$ cat src/rtl/rtc_pkg.sv
package rtc_pkg;

  localparam int unsigned DATA_W    = 8;
  localparam int unsigned SEC_LIMIT = 60;
  localparam logic [7:0]  MON_BIAS  = 8'd1;
  localparam logic [7:0]  YEAR_BIAS = 8'd52;

  typedef enum logic [3:0] {
    SEL_SEC, SEL_MIN, SEL_HR, SEL_DOW, SEL_DOM,
    SEL_MON, SEL_YR, SEL_CTL, SEL_NONE
  } regSel_e;

  typedef struct packed {
    logic    secStep;
    logic    wrEn;
    logic    rdEn;
    logic    rdIdx;
    regSel_e sel;
    logic [DATA_W-1:0] idx;
  } rtcStrobe_t;

  function automatic regSel_e selOf(input logic [DATA_W-1:0] idx);
    case (idx)
      8'h00:                      selOf = SEL_SEC;
      8'h02:                      selOf = SEL_MIN;
      8'h04:                      selOf = SEL_HR;
      8'h06:                      selOf = SEL_DOW;
      8'h07:                      selOf = SEL_DOM;
      8'h08:                      selOf = SEL_MON;
      8'h09:                      selOf = SEL_YR;
      8'h0A, 8'h0B, 8'h0C, 8'h0D: selOf = SEL_CTL;
      default:                    selOf = SEL_NONE;
    endcase
  endfunction

endpackage

$ cat src/rtl/rtc_ctrl.sv
module rtc_ctrl
  import rtc_pkg::*;
#(
  parameter int unsigned ADDR_W        = 8,
  parameter int unsigned TICK_DIV      = 4,
  parameter int unsigned TICKS_PER_SEC = 1024,
  parameter logic [ADDR_W-1:0] IDX_PORT  = 8'h70,
  parameter logic [ADDR_W-1:0] DATA_PORT = 8'h71
) (
  input  logic              clk,
  input  logic              rstN,
  input  logic [ADDR_W-1:0] ioAddr,
  input  logic              ioWrEn,
  input  logic              ioRdEn,
  input  logic [DATA_W-1:0] ioWrData,
  output rtcStrobe_t        strb,
  output logic              periodicIrq,
  output logic              accessErr
);

  localparam int unsigned PW  = (TICK_DIV > 1) ? $clog2(TICK_DIV) : 1;
  localparam int unsigned TCW = (TICKS_PER_SEC > 1) ? $clog2(TICKS_PER_SEC) : 1;
  localparam logic [PW-1:0]  PRE_LAST  = PW'(TICK_DIV - 1);
  localparam logic [TCW-1:0] TICK_LAST = TCW'(TICKS_PER_SEC - 1);

  logic [DATA_W-1:0] idxQ;
  logic [PW-1:0]     preQ;
  logic [TCW-1:0]    tickCntQ;
  logic              tick;
  logic              isIdx;
  logic              isData;
  regSel_e           sel;

  assign tick   = (preQ == PRE_LAST);
  assign isIdx  = (ioAddr == IDX_PORT);
  assign isData = (ioAddr == DATA_PORT);
  assign sel    = selOf(idxQ);

  always_comb begin
    strb.secStep = tick && (tickCntQ == TICK_LAST);
    strb.wrEn    = ioWrEn && isData;
    strb.rdEn    = ioRdEn && (isData || isIdx);
    strb.rdIdx   = isIdx;
    strb.sel     = sel;
    strb.idx     = idxQ;
  end

  always_ff @(posedge clk) begin
    if (!rstN) begin
      idxQ        <= '0;
      preQ        <= '0;
      tickCntQ    <= '0;
      periodicIrq <= 1'b0;
      accessErr   <= 1'b0;
    end else begin
      if (ioWrEn && isIdx) idxQ <= ioWrData;
      preQ        <= tick ? '0 : preQ + 1'b1;
      if (tick) tickCntQ <= (tickCntQ == TICK_LAST) ? '0 : tickCntQ + 1'b1;
      periodicIrq <= tick;
      accessErr   <= (ioWrEn || ioRdEn) && isData && (sel == SEL_NONE);
    end
  end

endmodule

$ cat src/rtl/rtc_dp.sv
module rtc_dp
  import rtc_pkg::*;
(
  input  logic              clk,
  input  logic              rstN,
  input  rtcStrobe_t        strb,
  input  logic [DATA_W-1:0] wrData,
  output logic [DATA_W-1:0] rdData
);

  logic [DATA_W-1:0] secQ, minQ, hrQ, dowQ, domQ, monQ, yrQ;
  logic [DATA_W-1:0] rdNext;
  logic              secWr;

  assign secWr = strb.wrEn && (strb.sel == SEL_SEC);

  always_comb begin
    if (strb.rdIdx) rdNext = strb.idx;
    else begin
      case (strb.sel)
        SEL_SEC: rdNext = secQ;
        SEL_MIN: rdNext = minQ;
        SEL_HR:  rdNext = hrQ;
        SEL_DOW: rdNext = dowQ;
        SEL_DOM: rdNext = domQ;
        SEL_MON: rdNext = monQ + MON_BIAS;
        SEL_YR:  rdNext = yrQ - YEAR_BIAS;
        default: rdNext = '0;
      endcase
    end
  end

  always_ff @(posedge clk) begin
    if (!rstN) begin
      secQ   <= '0;
      minQ   <= '0;
      hrQ    <= '0;
      dowQ   <= '0;
      domQ   <= '0;
      monQ   <= '0;
      yrQ    <= '0;
      rdData <= '0;
    end else begin
      if (secWr) secQ <= wrData;
      else if (strb.secStep)
        secQ <= (secQ >= DATA_W'(SEC_LIMIT - 1)) ? '0 : secQ + 1'b1;
      if (strb.wrEn) begin
        case (strb.sel)
          SEL_MIN: minQ <= wrData;
          SEL_HR:  hrQ  <= wrData;
          SEL_DOW: dowQ <= wrData;
          SEL_DOM: domQ <= wrData;
          SEL_MON: monQ <= wrData - MON_BIAS;
          SEL_YR:  yrQ  <= wrData + YEAR_BIAS;
          default: ;
        endcase
      end
      if (strb.rdEn) rdData <= rdNext;
    end
  end

endmodule

$ cat src/rtl/rtc_periodic.sv
module rtc_periodic
  import rtc_pkg::*;
#(
  parameter int unsigned ADDR_W        = 8,
  parameter int unsigned TICK_DIV      = 4,
  parameter int unsigned TICKS_PER_SEC = 1024,
  parameter logic [ADDR_W-1:0] IDX_PORT  = 8'h70,
  parameter logic [ADDR_W-1:0] DATA_PORT = 8'h71
) (
  input  logic              clk,
  input  logic              rstN,
  input  logic [ADDR_W-1:0] ioAddr,
  input  logic              ioWrEn,
  input  logic              ioRdEn,
  input  logic [7:0]        ioWrData,
  output logic [7:0]        ioRdData,
  output logic              periodicIrq,
  output logic              accessErr
);

  rtcStrobe_t strb;

  rtc_ctrl #(
    .ADDR_W(ADDR_W), .TICK_DIV(TICK_DIV), .TICKS_PER_SEC(TICKS_PER_SEC),
    .IDX_PORT(IDX_PORT), .DATA_PORT(DATA_PORT)
  ) u_ctrl (
    .clk(clk), .rstN(rstN), .ioAddr(ioAddr), .ioWrEn(ioWrEn),
    .ioRdEn(ioRdEn), .ioWrData(ioWrData), .strb(strb),
    .periodicIrq(periodicIrq), .accessErr(accessErr)
  );

  rtc_dp u_dp (
    .clk(clk), .rstN(rstN), .strb(strb), .wrData(ioWrData), .rdData(ioRdData)
  );

endmodule

$ cat config.mk
export PLATFORM = sky130hd
export DESIGN_NAME = rtc_periodic
export DESIGN_NICKNAME = d
export VERILOG_FILES = /design/src/rtl/rtc_pkg.sv /design/src/rtl/rtc_ctrl.sv /design/src/rtl/rtc_dp.sv /design/src/rtl/rtc_periodic.sv
export SDC_FILE = /design/constraint.sdc
export NUM_CORES = 1
export LEC_CHECK = 0
export ABC_AREA = 0
export CAP_MARGIN = 20
export CELL_PAD_IN_SITES_DETAIL_PLACEMENT = 2
export CELL_PAD_IN_SITES_GLOBAL_PLACEMENT = 2
export CORE_MARGIN = 1
export CORE_UTILIZATION = 37
export DETAILED_ROUTE_END_ITERATION = 8
export PLACE_DENSITY = 0.77
export SLEW_MARGIN = 20
export SYNTH_ARGS = -nofsm -noshare
export SYNTH_HDL_FRONTEND = slang
export SYNTH_SLANG_ARGS = --single-unit
$ cat constraint.sdc
create_clock -name clk -period 2.6 [get_ports clk]
set_clock_uncertainty 0.1 [all_clocks]
set_input_delay 0.78 -clock clk [delete_from_list [all_inputs] [get_ports clk]]
set_output_delay 0.78 -clock clk [all_outputs]
set_load 0.05 [all_outputs]
==> results.tsv <==
stage	metric	value	unit
status	status	finished clean	
sta	Slew HR	49.6	%
grt	gr ovfl total	0	
synthesis	Compound-Gate Fraction of Synth Area	14.0	%
sta	Tmin final	2.48	ns
clock_network	deepest clock path buffer count	2	
synthesis	synthesized area	4690	um^2
layout	fin cells	766	
synthesis	Post-Synth XOR/XNOR Area	4.66	%
grt	GRT Overall Usage	26.6	%
power	Pint	2.22	mW
clock_network	clock sinks	90	
synthesis	syn nets	563	
routing	vias per std cell	5.59	
place	port buffer count	29	
clock_network	H-tree levels	3	
synthesis	register bit total from synthesis	90	
worst_setup_path	CP Class	input pin to register	
floorplanning	I/O Pins	30	
power	Clk pwr share	45.6	%
worst_setup_path	Critical-path top delay cell	clkdlybuf4s50_1	
sta	final number of setup-violating endpoints	0	
power	combinational share of power	6.8	%
grt	first-pass GRT wire length	26100	um
worst_setup_path	Worst setup SP type	input pin	
worst_setup_path	CP endpoint kind	register	
clock_network	CTS tree	yes	
clock_network	clock-pin slew on the worst setup and hold paths	0.07	ns
clock_network	cts bufs inserted	9	
sta	unrepaired setup endpoints after global routing	false	
layout	Nets	622	
layout	synth-to-layout area growth	22.5	%
grt	vias in the first global route	4801	
floorplanning	die height	115	um
grt	largest net degree at the start of global routing	19	
routing	DRC viols	0	
sta	Worst Tran Pin Value	0.748	ns
power	P_sw	0.696	mW
synthesis	post-synthesis adder-cell area fraction	2.40	%
clock_network	Post-CTS Hold Buffers	0	
clock_network	Root Driver	clkbuf_16	
routing	DR WL/cell	21.3	um
layout	Antenna Cells	0	
synthesis	Seq/Total Area, Yosys	38.4	%
clock_network	latest clock arrival within the worst-skew pair	0.35	ns
floorplanning	Die Width	115	um
routing	DR pass1 iterations	4	
sta	Max Clock Freq	0.404	GHz
routing	WL final	16300	um
place	post-detail-place hpwl	12400	um
sta	Final Hold Vio Count	0	
routing	remaining antenna violation count	0	
synthesis	multiplexer share of the synthesized area	13.1	%
power	sw frac	23.9	%
synthesis	main combinational cell family by area after synthesis	simple AND/OR/NAND/NOR gates	
place	placed instance count	750	
grt	initial antenna violation count	0	
worst_setup_path	CP Max Fanout	9	
place	Post-DP Area	5450	um^2
worst_setup_path	CP delay by family, top	buffers and inverters	
worst_setup_path	crit-path max cell delay	0.45	ns
synthesis	Simple-Gate Fraction of Synth Area	22.2	%
floorplanning	Core ar.	12200	um^2
power	power per cell area	508	nW/um^2
worst_setup_path	Buf/Inv on CP	3	
power	share of power burned in registers	47.5	%
synthesis	Netlist cell types	70	
worst_setup_path	cells along the critical path	clkdlybuf4s50_1 > nor3_4 > and4b_1 > buf_4 > nand4_2 > buf_4 > mux2i_1 > nor2_1	
sta	period utilisation layout	95.2	%
layout	fraction of layout cells with a size suffix above 1	16.2	%
worst_setup_path	cell mode on critical path	buf_4	
layout	most frequent cells in the layout	dfxtp_1 (90), nor2_1 (63), nand2_1 (61), buf_4 (48), mux2i_1 (44)	
routing	vias post-DR	4283	
layout	design area	5750	um^2
floorplanning	Initial Util	38.4	%
routing	DRT iter0 DRCs	170	
power	VDD IR-drop max	299	uV
power	P_leak	2.29	nW
synthesis	Synth Flop Type	dfxtp_1	
synthesis	Cells after Synth	534	
worst_hold_path	Worst Hold Class	register to register	
synthesis	Post-Syn Area per Cell	8.79	um^2
worst_setup_path	worst endpoint required time	2.72	ns
floorplanning	die area	13100	um^2
place	Final GP Congestion	0.863	
flow_run	max cap viols	0	
worst_setup_path	Arr. time, crit path	2.60	ns
synthesis	Synthesis Warnings	0	
sta	Max Slew Vio Count	0	
synthesis	Post-synth EDFFs	0	
floorplanning	Row Count	40	
layout	most common cell after layout, fill and taps aside	dfxtp_1	
sta	Min Hold Slack	0.335	ns
synthesis	async set-reset flop share out of synthesis	0	%
==> power groups by stage <==
stage	registers [mW]	logic [mW]	clock network, mW
after floorplan	1.42	0.0885	0
after global placement	1.42	0.193	0
after detailed placement	1.42	0.200	0
after CTS	1.39	0.201	1.36
after global routing	1.39	0.216	1.41
final	1.39	0.200	1.33
==> cells in the mapped netlist, types with 4 or more instances <==
cell type   n  area [um^2]
inv_1      11         41.3
nor3_1      9         45.0
a21oi_1    36          180
mux2_2      4         45.0
and2_1      5         31.3
and3_1      8         50.1
mux2i_1    44          440
clkbuf_1   19         71.3
o21ai_0    23          115
mux4_2      5          113
dfxtp_1    90         1800
a31oi_1     6         37.5
buf_2       6         30.0
xor2_1      9         78.8
nand2_1    61          229
nor2_1     63          236
ha_1        9          113
o21a_1      4         30.0
xnor2_1    16          140
a211oi_1    4         30.0
o211ai_1    4         30.0
nand3_1    19         95.1
nand4_1     5         31.3
==> cell families (layout without fill, tap and decap cells) <==
group / after synthesis / in the layout
fa+ha+maj: 9 / 9
flops: 90 / 90
buf+inv: 46 / 110
mux: 54 / 54
xor+xnor: 25 / 25
compound gates: 103 / 103
simple gates: 207 / 207
==> final timing paths <==
kind | from | to | slack [ns] | cells after the start
hold reg to reg | u_ctrl.preQ[0] | u_ctrl.preQ[0] | 0.34 | 1
setup reg to reg | u_ctrl.idxQ[4] | u_dp.rdData[4] | 0.47 | 5
setup / recovery | ioAddr[1] | u_dp.dowQ[5] | 0.12 | 8
hold / removal | u_ctrl.preQ[0] | u_ctrl.preQ[0] | 0.34 | 1
==> routing by layer <==
layer  global-route usage, %  wire length [um]  vias to the layer above
li1                        -                 -                     2015
met1                    29.5              6830                     2162
met2                    49.1              8410                       73
met3                    6.19               585                       33
met4                    9.70               476                        0
met5                       0                 0                        -
==> registers in the layout (all words and copies together), names as in the netlist, named ones only <==
register            count
u_ctrl.accessErr        1
u_ctrl.idxQ             8
u_ctrl.periodicIrq      1
u_ctrl.preQ             2
u_ctrl.tickCntQ        10
u_dp.domQ               8
u_dp.dowQ               8
u_dp.hrQ                8
u_dp.minQ               8
u_dp.monQ               8
u_dp.rdData             8
u_dp.secQ               8
u_dp.yrQ                8
==> what timing repair did <==
action                                 in CTS  in global routing
setup endpoints to repair                   0                  1
endpoints found under the hold margin       0                  0
gates resized for setup                     0                  1
setup buffers                               0                  0
==> area by class of cell <==
| cell class | instances | area [um^2] |
|---|---|---|
| Timing Repair Buffer | 82 | 751 |
| Fill cell | 1374 | 6460 |
| Clock inverter | 6 | 66.3 |
| Clock buffer | 10 | 229 |
| Multi-Input combinational cell | 398 | 2650 |
| Sequential cell | 90 | 1800 |
| Tap cell | 168 | 210 |
| Inverter | 12 | 45.0 |
==> per-stage QoR <==
step / power (mW) / utilization [%] / worst slack, ns / TNS (ns)
floorplan: 1.51 / - / 0.266 / 0
global placement: 1.61 / 44.6 / -0.127 / -4.32
detailed placement: 1.62 / 44.6 / -0.221 / -7.17
CTS: 2.95 / 47.1 / 0.113 / 0
global route: 3.01 / 47.1 / 0.0321 / 0
finish: 2.92 / 47.1 / 0.124 / 0
(Power assumes the default switching activity.)
